`config.mk`:
```
export PLATFORM = sky130hd
export DESIGN_NAME = diffeq_solver
export DESIGN_NICKNAME = d
export VERILOG_FILES = /design/src/rtl/diffeq_pkg.sv /design/src/rtl/diffeq_fxmul.sv /design/src/rtl/diffeq_ctrl.sv /design/src/rtl/diffeq_dpath.sv /design/src/rtl/diffeq_solver.sv
export SDC_FILE = /design/constraint.sdc
export NUM_CORES = 2
export LEC_CHECK = 0
export BUFFER_PORTS_ARGS = -buffer_cell sky130_fd_sc_hd__buf_2
export CAP_MARGIN = 25
export CORE_ASPECT_RATIO = 0.7
export CORE_MARGIN = 2
export CORE_UTILIZATION = 40
export CTS_CLUSTER_DIAMETER = 30
export CTS_CLUSTER_SIZE = 25
export DETAILED_ROUTE_END_ITERATION = 10
export GPL_ROUTABILITY_DRIVEN = 0
export SETUP_SLACK_MARGIN = 0.02
export SYNTH_ARGS = -nofsm -noshare
export SYNTH_HDL_FRONTEND = slang
export SYNTH_SLANG_ARGS = --single-unit
```
`constraint.sdc`:
```
create_clock -name clk -period 12.1 [get_ports clk]
set_input_delay 0 -clock clk [delete_from_list [all_inputs] [get_ports clk]]
set_output_delay 0 -clock clk [all_outputs]
set_load 0.005 [all_outputs]
```
`src/rtl/diffeq_pkg.sv`:
```
package diffeq_pkg;

    localparam int MAX_MULT = 4;

    typedef enum logic [2:0] {
        MUL_NONE = 3'd0,
        MUL_3Z,
        MUL_3Y,
        MUL_UDZ,
        MUL_P3DZ,
        MUL_P1P2
    } mul_op_e;

    typedef enum logic [1:0] {
        ADD_NONE = 2'd0,
        ADD_Z,
        ADD_Y
    } add_op_e;

    typedef enum logic [1:0] {
        SUB_NONE = 2'd0,
        SUB_HEAD,
        SUB_TAIL
    } sub_op_e;

    typedef enum logic {
        CS_IDLE = 1'b0,
        CS_RUN  = 1'b1
    } ctrl_state_e;

    // Operations issued in one control step.
    typedef struct packed {
        mul_op_e [MAX_MULT-1:0] mop;
        add_op_e                add;
        logic                   cmp;
        sub_op_e                sub;
    } step_ctl_t;

    function automatic int steps_per_iter(input int n_mult);
        return (n_mult >= MAX_MULT) ? 4 : 7;
    endfunction

    // Static schedule: every operation sits after its operands.
    function automatic step_ctl_t schedule_lookup(input int n_mult, input int step);
        step_ctl_t c;
        c = '0;
        if (n_mult >= MAX_MULT) begin
            case (step)
                0: begin
                    c.mop[0] = MUL_3Z;
                    c.mop[1] = MUL_UDZ;
                    c.mop[2] = MUL_3Y;
                    c.add    = ADD_Z;
                end
                1: begin
                    c.mop[0] = MUL_P1P2;
                    c.mop[1] = MUL_P3DZ;
                    c.add    = ADD_Y;
                    c.cmp    = 1'b1;
                end
                2: c.sub = SUB_HEAD;
                3: c.sub = SUB_TAIL;
                default: ;
            endcase
        end else begin
            case (step)
                0: begin
                    c.mop[0] = MUL_3Z;
                    c.add    = ADD_Z;
                end
                1: begin
                    c.mop[0] = MUL_3Y;
                    c.cmp    = 1'b1;
                end
                2: c.mop[0] = MUL_UDZ;
                3: begin
                    c.mop[0] = MUL_P3DZ;
                    c.add    = ADD_Y;
                end
                4: c.mop[0] = MUL_P1P2;
                5: c.sub = SUB_HEAD;
                6: c.sub = SUB_TAIL;
                default: ;
            endcase
        end
        return c;
    endfunction

endpackage

```
`src/rtl/diffeq_fxmul.sv`:
```
module diffeq_fxmul #(
    parameter int W    = 16,
    parameter int FRAC = 8
) (
    input  logic signed [W-1:0] a,
    input  logic signed [W-1:0] b,
    output logic signed [W-1:0] p
);
    localparam int PW = 2 * W;

    logic signed [PW-1:0] full;

    assign full = a * b;
    assign p    = W'(full >>> FRAC);

endmodule

```
`src/rtl/diffeq_ctrl.sv`:
```
module diffeq_ctrl
    import diffeq_pkg::*;
#(
    parameter int NUM_MULT = 4
) (
    input  logic      clk,
    input  logic      rst,
    input  logic      start,
    input  logic      less,
    input  logic      lt_q,
    output logic      busy,
    output logic      done,
    output logic      load,
    output logic      commit,
    output step_ctl_t ctl
);
    localparam int STEPS = steps_per_iter(NUM_MULT);
    localparam int SW    = $clog2(STEPS);

    ctrl_state_e   state_q;
    logic [SW-1:0] step_q;
    logic          done_q;
    logic          last;

    assign busy   = (state_q == CS_RUN);
    assign load   = start && (state_q == CS_IDLE);
    assign last   = (state_q == CS_RUN) && (step_q == SW'(STEPS - 1));
    assign commit = last;
    assign done   = done_q;

    always_comb begin
        if (state_q == CS_RUN) ctl = schedule_lookup(NUM_MULT, int'(step_q));
        else                   ctl = '0;
    end

    always_ff @(posedge clk) begin
        if (rst) begin
            state_q <= CS_IDLE;
            step_q  <= '0;
            done_q  <= 1'b0;
        end else begin
            done_q <= 1'b0;
            case (state_q)
                CS_IDLE: begin
                    if (start) begin
                        step_q <= '0;
                        if (less) state_q <= CS_RUN;
                        else      done_q  <= 1'b1;
                    end
                end
                CS_RUN: begin
                    if (last) begin
                        step_q <= '0;
                        if (!lt_q) begin
                            state_q <= CS_IDLE;
                            done_q  <= 1'b1;
                        end
                    end else begin
                        step_q <= step_q + 1'b1;
                    end
                end
                default: state_q <= CS_IDLE;
            endcase
        end
    end

endmodule

```
`src/rtl/diffeq_dpath.sv`:
```
module diffeq_dpath
    import diffeq_pkg::*;
#(
    parameter int W        = 16,
    parameter int FRAC     = 8,
    parameter int NUM_MULT = 4
) (
    input  logic                clk,
    input  logic                rst,
    input  logic                load,
    input  logic                commit,
    input  step_ctl_t           ctl,
    input  logic signed [W-1:0] z_in,
    input  logic signed [W-1:0] y_in,
    input  logic signed [W-1:0] u_in,
    input  logic signed [W-1:0] dz_in,
    input  logic signed [W-1:0] a_in,
    output logic signed [W-1:0] z_q,
    output logic signed [W-1:0] y_q,
    output logic signed [W-1:0] u_q,
    output logic                less,
    output logic                lt_q
);
    localparam int NU = (NUM_MULT >= MAX_MULT) ? MAX_MULT : 1;
    localparam logic signed [W-1:0] THREE = W'(3 << FRAC);

    logic signed [W-1:0] dz_q, a_q, z1_q, y1_q, s_q;
    logic signed [W-1:0] p1_q, p2_q, p3_q, p4_q, p5_q;
    logic signed [W-1:0] ma [NU];
    logic signed [W-1:0] mb [NU];
    logic signed [W-1:0] mp [NU];
    logic signed [W-1:0] add_a, add_b, add_r;
    logic signed [W-1:0] sub_a, sub_b, sub_r;
    logic signed [W-1:0] cmp_a, cmp_b;

    // Multiplier units with operand steering.
    for (genvar i = 0; i < NU; i++) begin : g_mul
        always_comb begin
            case (ctl.mop[i])
                MUL_3Z:   begin ma[i] = THREE; mb[i] = z_q;  end
                MUL_3Y:   begin ma[i] = THREE; mb[i] = y_q;  end
                MUL_UDZ:  begin ma[i] = u_q;   mb[i] = dz_q; end
                MUL_P3DZ: begin ma[i] = p3_q;  mb[i] = dz_q; end
                MUL_P1P2: begin ma[i] = p1_q;  mb[i] = p2_q; end
                default:  begin ma[i] = '0;    mb[i] = '0;   end
            endcase
        end
        diffeq_fxmul #(.W(W), .FRAC(FRAC)) u_mul (
            .a(ma[i]),
            .b(mb[i]),
            .p(mp[i])
        );
    end

    // Single adder.
    always_comb begin
        case (ctl.add)
            ADD_Z:   begin add_a = z_q; add_b = dz_q; end
            ADD_Y:   begin add_a = y_q; add_b = p2_q; end
            default: begin add_a = '0;  add_b = '0;   end
        endcase
        add_r = add_a + add_b;
    end

    // Single subtractor.
    always_comb begin
        case (ctl.sub)
            SUB_HEAD: begin sub_a = u_q; sub_b = p4_q; end
            SUB_TAIL: begin sub_a = s_q; sub_b = p5_q; end
            default:  begin sub_a = '0;  sub_b = '0;   end
        endcase
        sub_r = sub_a - sub_b;
    end

    // Single comparator: entry check while idle, loop check in step.
    assign cmp_a = ctl.cmp ? z1_q : z_in;
    assign cmp_b = ctl.cmp ? a_q  : a_in;
    assign less  = (cmp_a < cmp_b);

    always_ff @(posedge clk) begin
        if (rst) begin
            z_q  <= '0; y_q  <= '0; u_q  <= '0;
            dz_q <= '0; a_q  <= '0;
            z1_q <= '0; y1_q <= '0; s_q  <= '0;
            p1_q <= '0; p2_q <= '0; p3_q <= '0; p4_q <= '0; p5_q <= '0;
            lt_q <= 1'b0;
        end else begin
            if (load) begin
                z_q  <= z_in;
                y_q  <= y_in;
                u_q  <= u_in;
                dz_q <= dz_in;
                a_q  <= a_in;
            end
            for (int i = 0; i < NU; i++) begin
                case (ctl.mop[i])
                    MUL_3Z:   p1_q <= mp[i];
                    MUL_UDZ:  p2_q <= mp[i];
                    MUL_3Y:   p3_q <= mp[i];
                    MUL_P1P2: p4_q <= mp[i];
                    MUL_P3DZ: p5_q <= mp[i];
                    default: ;
                endcase
            end
            if (ctl.add == ADD_Z) z1_q <= add_r;
            if (ctl.add == ADD_Y) y1_q <= add_r;
            if (ctl.cmp)          lt_q <= less;
            if (ctl.sub == SUB_HEAD) s_q <= sub_r;
            if (commit) begin
                z_q <= z1_q;
                y_q <= y1_q;
                u_q <= sub_r;
            end
        end
    end

endmodule

```
`src/rtl/diffeq_solver.sv`:
```
module diffeq_solver
    import diffeq_pkg::*;
#(
    parameter int W        = 16,
    parameter int FRAC     = 8,
    parameter int NUM_MULT = 4
) (
    input  logic                clk,
    input  logic                rst,
    input  logic                start,
    input  logic signed [W-1:0] z_in,
    input  logic signed [W-1:0] y_in,
    input  logic signed [W-1:0] u_in,
    input  logic signed [W-1:0] dz_in,
    input  logic signed [W-1:0] a_in,
    output logic                busy,
    output logic                done,
    output logic signed [W-1:0] z_out,
    output logic signed [W-1:0] y_out,
    output logic signed [W-1:0] u_out
);
    step_ctl_t ctl;
    logic      load, commit, less, lt_q;

    diffeq_ctrl #(.NUM_MULT(NUM_MULT)) u_ctrl (
        .clk   (clk),
        .rst   (rst),
        .start (start),
        .less  (less),
        .lt_q  (lt_q),
        .busy  (busy),
        .done  (done),
        .load  (load),
        .commit(commit),
        .ctl   (ctl)
    );

    diffeq_dpath #(.W(W), .FRAC(FRAC), .NUM_MULT(NUM_MULT)) u_dpath (
        .clk   (clk),
        .rst   (rst),
        .load  (load),
        .commit(commit),
        .ctl   (ctl),
        .z_in  (z_in),
        .y_in  (y_in),
        .u_in  (u_in),
        .dz_in (dz_in),
        .a_in  (a_in),
        .z_q   (z_out),
        .y_q   (y_out),
        .u_q   (u_out),
        .less  (less),
        .lt_q  (lt_q)
    );

endmodule

```
# Word level (Yosys, flattened, before mapping)
# Cells that the tools add are included.
# Widths: inputs -> output; s select.
[classes]
n_addsub = 3
n_mul = 4
n_div = 0
order_cmp = 1
eq_ne = 28
shifts = 0
n_mux = 58
bitwise_logic = 1
reduce_logical = 17
[ops]
columns = ["operator", "count"]
rows = [
  ["$pmux 16 s4", 8],
  ["$mux 16", 28],
  ["$pmux 16 s2", 4],
  ["$mul 16x16->24", 4],
  ["$reduce_bool 4->1", 5],
  ["$add 16x16->16", 1],
  ["$lt 16x16->1", 1],
  ["$pmux 8 s2", 1],
  ["$reduce_or 2->1", 8],
  ["$sub 16x16->16", 1],
  ["$mux 13", 1],
  ["$eq 2x2->1 const B", 6],
  ["$eq 3x2->1 const B", 4],
  ["$eq 3x3->1 const B", 4],
  ["$mux 1", 9],
  ["$eq 2x1->1 const B", 4],
  ["$pmux 2 s2", 2],
  ["$eq 1x3->1 const AB", 2],
  ["$eq 2x3->1 const B", 2],
  ["$eq 3x1->1 const B", 2],
  ["$mux 2", 3],
  ["$eq 1x2->1 const AB", 2],
  ["$pmux 1 s2", 2],
  ["$add 2x1->2 const B", 1],
  ["6 further kinds", 7],
]
[word_totals]
reg_bits = 213
latchBits = 0
mem_bits_rw = 0
mem_bits_ro = 0
input_bits = 83
output_inout_bits = 50
mem_count = 0

# Depth between registers and ports, before layout
[depth]
word_depth = 11
depth_mapped = 35

# Modules after synthesis
# A second synthesis with hierarchy kept.
[unflattened]
hier_cells = 5553
hier_area_um2 = 46584.7
[by_module_without_submodules]
columns = ["module", "n_inst", "cells_each", "area_each_um2", "seq_area_each_um2"]
rows = [
  ["diffeq_dpath", 1, 2160, 16737.3, 4184.0],
  ["diffeq_fxmul at u_dpath.g_mul[0].u_mul ...", 2, 844, 7387.1, 0.0],
  ["diffeq_fxmul at u_dpath.g_mul[2].u_mul", 1, 834, 7370.8, 0.0],
  ["diffeq_fxmul at u_dpath.g_mul[3].u_mul", 1, 828, 7332.0, 0.0],
  ["diffeq_ctrl", 1, 43, 370.4, 80.1],
]

# Least setup slack after synthesis
# OpenSTA, ideal clock, no wires.
[synth_path]
kind = "register to register"
start = "register u_ctrl.step_q[1]"
end = "register u_dpath.p2_q[12]"
t_arrival_ns = 8.459
slack_ns = 3.548
path_stages_with_launch = 33
n_path_buf = 7
synth_period_minus_slack_ns = 8.552
path_cell_list = "dfxtp_1 > inv_1 > ha_1 > and2_1 > clkbuf_1 > clkbuf_1 > clkbuf_1 > clkbuf_1 > ha_1 > clkbuf_1 > clkbuf_1 > clkbuf_1 > a22o_1 > nand2_1 > fa_1 > fa_1 > fa_1 > fa_1 > inv_1 > fa_1 > inv_1 > fa_1 > inv_1 > ha_1 > and2_1 > a211oi_1 > o21ai_1 > a211oi_1 > nor2_1 > a21oi_1 > nor2b_1 > o21a_1 > o32ai_1"
[synth_between]
elab_chain_len = 11
word_cells_on_any_way = 40
classes_between = "3 x mul; 16 x eq/ne; 13 x mux; 8 x reduce/logical"
[synth_rtl]
columns = ["element", "line", "rtl"]
rows = [
  ["start, declared", "diffeq_ctrl.sv:21", "logic [SW-1:0] step_q;"],
  ["start signal, assigned", "diffeq_ctrl.sv:59", "step_q <= step_q + 1'b1;"],
  ["$eq 2x1->1 or $logic_not 2->1 (tied branches)", "diffeq_pkg.sv:48", "case (step)"],
  ["$pmux 8 s2", "diffeq_pkg.sv:48", ""],
  ["$mux 13 (*)", "diffeq_ctrl.sv:32", "if (state_q == CS_RUN) ctl = schedule_lookup(NUM_MULT, int'(step_q));"],
  ["$eq 3x1->1 (tied with other cells)", "diffeq_dpath.sv:39", "case (ctl.mop[i])"],
  ["$reduce_or 2->1 (no source line)", "--", ""],
  ["$pmux 16 s4", "diffeq_dpath.sv:39", ""],
  ["$mul 16x16->24", "diffeq_fxmul.sv:13", "assign full = a * b;"],
  ["$mux 16 (4 in series)", "diffeq_dpath.sv:96", "case (ctl.mop[i])"],
  ["end signal, assigned", "diffeq_dpath.sv:98", "MUL_UDZ: p2_q <= mp[i];"],
  ["end, declared", "diffeq_dpath.sv:28", "logic signed [W-1:0] p1_q, p2_q, p3_q, p4_q, p5_q;"],
]
# Every way passes the cells marked *; elsewhere a longest branch is shown, timed or not. The select of a mux whose other input is x is not followed.
# A chain may end at the register's enable or synchronous reset.

# Worst setup path after layout
[layout_path]
start = "register u_ctrl.step_q[0]"
end = "register u_dpath.p4_q[15]"
[layout_between]
elab_chain_len = 11
word_cells_on_any_way = 40
classes_between = "3 x mul; 16 x eq/ne; 13 x mux; 8 x reduce/logical"
[layout_rtl]
columns = ["element", "line", "rtl"]
rows = [
  ["$eq 2x1->1 or $logic_not 2->1 (tied branches)", "diffeq_pkg.sv:48", ""],
  ["$pmux 8 s2", "diffeq_pkg.sv:48", ""],
  ["$mux 13 (*)", "diffeq_ctrl.sv:32", ""],
  ["$eq 3x1->1 (tied with other cells)", "diffeq_dpath.sv:39", ""],
  ["$reduce_or 2->1 (no source line)", "--", ""],
  ["$pmux 16 s4", "diffeq_dpath.sv:39", ""],
  ["$mul 16x16->24", "diffeq_fxmul.sv:13", ""],
  ["$mux 16 (4 in series)", "diffeq_dpath.sv:96", ""],
  ["end signal, assigned", "diffeq_dpath.sv:100", "MUL_P1P2: p4_q <= mp[i];"],
  ["end, declared", "diffeq_dpath.sv:28", ""],
]
# Marked as above.

==> summary.txt <==
Power
  • Clock power frac: 54.6%
  • Sw Share: 30.0%
  • Net Sw Power: 0.000791 W
  • Int Pwr: 0.00184 W
  • Combinational share of power: 15.3%
  • Leakage: 14.7 nW
  • Maximum vdd ir drop: 103 µV
  • Sequential Power Share: 30.1%
  • Cell Pwr Density: 83.3 nW/µm²

Drt
  • Starting DRC count in detailed routing: 2,212
  • Mean number of vias per cell: 5.26
  • # DRC: 0
  • Detailed Route WL: 90,900 µm
  • Via count: 23,203
  • ANT nets after route: 0
  • First-pass DRT Iterations: 6
  • Drt wl/cell: 20.6 µm

Clock network
  • Clock slew at reported path FFs: 60 ps
  • Num CTS Buffers: 46
  • Post CTS Setup Buffer Count: 0
  • Clock Root Buffer: clkbuf_16
  • CTS sink count: 213
  • Post-CTS Resized: 0
  • TritonCTS clock tree: done
  • Clock Tree Buf Depth: 3
  • Clk_lat worst skew: 600 ps
  • # H-tree levels: 2

Worst setup path
  • Flop-to-flop setup slack: 3030 ps
  • Required time worst endpoint: 12,500 ps
  • Type of the worst setup path: flip-flop to flip-flop
  • Most used cell, CP: inv_1
  • Nature of the critical path startpoint: flip-flop
  • Slowest stage delay, CP: 740 ps
  • CP Max Fanout: 33
  • Slowest-stage cell, CP: nor4_1
  • Setup crit end kind: flip-flop
  • CP arrival: 9470 ps

STA
  • RSZ-0062 raised after global routing: no
  • Max-slew headroom: 26.7%
  • Setup violations, final: 0
  • Slew @ Worst Pin: 1100 ps
  • Final Skew: 49.8 ps
  • Final min period: 9070 ps
  • Hold Vio Cnt, Final: 0
  • Fmax: 0.110 GHz
  • Hold slack: 243 ps
  • Period utilization: 74.9%
  • Setup Total Neg Slack: 0 ps
  • Final slew viol count: 0

Logic synthesis
  • Yosys reg bits: 213
  • Synthesis Warnings: 0
  • Net Count, Synth: 4,027
  • Post-synth ARST share: 0%
  • Yosys cell types: 63
  • Post-synthesis average cell area: 8.21 µm²
  • Post-synth EDFFs: 0
  • Seq/Total Area, Yosys: 15.7%
  • Syn Inst Count: 3,303
  • Top_reg_cell synth: dfxtp_1
  • Mapped cell area: 27,100 µm²

GRT
  • Initial antenna violation count: 0
  • Total GRT Usage: 26.3%
  • First-pass GRT wire length: 140,000 µm
  • Pin count of the biggest net entering global routing: 84
  • Vias in the first global route: 23,118
  • Grt total ovfl: 0

Place
  • PortBufs: 132
  • DP HPWL: 71,300 µm

Run status
  • Status: complete, no violations

Floorplan
  • IO Count: 133
  • Die ar.: 69,900 µm²
  • Core area: 66,700 µm²
  • Initial Util: 40.6%
  • FP Rows: 79
  • Die width: 315 µm
  • Die Ht: 222 µm

Layout
  • Area growth from synthesis to layout: 16.6%
  • Filler cells: 6,560
  • Layout cells sized above 1: 8.24%
  • Antenna diodes: 0
  • Final nets: 4,204

Worst hold path
  • Hold crit path type: primary input to flip-flop

Flow run
  • Max-cap viol count: 0
[state kept, by name, summed over array words and instances (netlist names), 2 cells and up]
name           cells
u_dpath.a_q       16
u_dpath.dz_q      16
u_dpath.p1_q      16
u_dpath.p2_q      16
u_dpath.p3_q      16
u_dpath.p4_q      16
u_dpath.p5_q      16
u_dpath.s_q       16
u_dpath.u_q       16
u_dpath.y1_q      16
u_dpath.y_q       16
u_dpath.z1_q      16
u_dpath.z_q       16
u_ctrl.step_q      2
[power by group through the flow]
stage	Clock, W	Sequential, W	Combinational [W]
final	0.00144	0.000794	0.000403
after detailed placement	0	0.000804	0.000355
after CTS	0.00145	0.000790	0.000395
after global routing	0.00149	0.000795	0.000439
after floorplan	0	0.000772	0.000226
after global placement	0	0.000804	0.000353
[critical path, delay by kind of cell, from the launching register on]
kind            cells  cell delay (ps)
compound gates      5             1780
simple gates        7             2170
flops               1              360
buf+inv             7              750
fa+ha+maj           8             3570
xor+xnor            1              230
[synthesized netlist by cell type (all sizes together) (48+ instances only)]
library cell / count / area (µm²)
inv: 540 / 2030
nand2: 453 / 1700
nor2: 438 / 1640
fa: 381 / 7630
ha: 260 / 3250
dfxtp: 213 / 4260
clkbuf: 142 / 533
a21oi: 129 / 646
a22oi: 92 / 696
xnor2: 88 / 771
mux2i: 65 / 651
nor3: 48 / 240
[per-stage QoR]
stage / instances / cell area (µm²) / util, % / worst slack (ps) / power [W]
finish: 4409 / 31600 / 47.4 / 3030 / 0.00264
global route: 4409 / 31600 / 47.4 / 2310 / 0.00272
CTS: 4406 / 31600 / 47.4 / 3300 / 0.00263
detailed placement: 4196 / 28600 / 42.8 / 3400 / 0.00116
global placement: 4195 / 28600 / 42.8 / 3410 / 0.00116
floorplan: 3303 / 27100 / - / 3550 / 0.000997
[placed cells by master, fill, tap and decap left out, types with 48 or more instances in the layout]
cell type,Yosys,routed
buf_2,0,131
xnor2_1,88,88
nor3_1,48,48
nand2_1,453,452
mux2i_1,65,65
a21oi_1,129,129
fa_1,381,381
inv_1,539,539
nor2_1,438,437
a22oi_1,91,91
dfxtp_1,213,212
ha_1,260,257
dlygate4sd3_1,0,124
[cells by family after synthesis]
| kind of cell | synth area share (%) |
|---|---|
| xor gates and xnor gates | 3.55 |
| adders and majority gates | 40.1 |
| muxes | 2.44 |
| and+or+nand+nor | 17.5 |
| buffers and inverters | 9.74 |
| DFF | 15.7 |
| AOI/OAI and AO/OA | 10.9 |
[layer usage]
layer	global-route usage, %	part of all wire [%]
met1	39.5	46
met2	34.8	38
met3	9.79	13
met4	6.71	2.7
met5	0	0
[timing repair]
action / 4_1_cts / 5_1_grt
endpoints found under the setup margin: 0 / 0
hold endpoints to repair: 101 / 0
hold buffers: 124 / 0
[path summary, 6_finish.rpt]
| check | startpoint | endpoint | cells past startpoint |
|---|---|---|---|
| setup reg to reg | u_ctrl.step_q[0] | u_dpath.p4_q[15] | 28 |
| hold reg to reg | u_dpath.p4_q[0] | u_dpath.p4_q[0] | 2 |
| setup / recovery | u_ctrl.step_q[0] | u_dpath.p4_q[15] | 28 |
| hold / removal | u_in[10] | u_dpath.u_q[10] | 4 |
[final cells by class]
type	instances	area (µm²)	area share, %
flip-flops and latches	213	4270	13.5
well taps	891	1110	3.53
inverters	540	2030	6.41
clock buffers	54	1240	3.92
repair buffers	293	2190	6.94
clock inverters	32	526	1.66
multi-input cells	2386	20300	64.0
No activity file was read; power rests on OpenSTA's default activity.
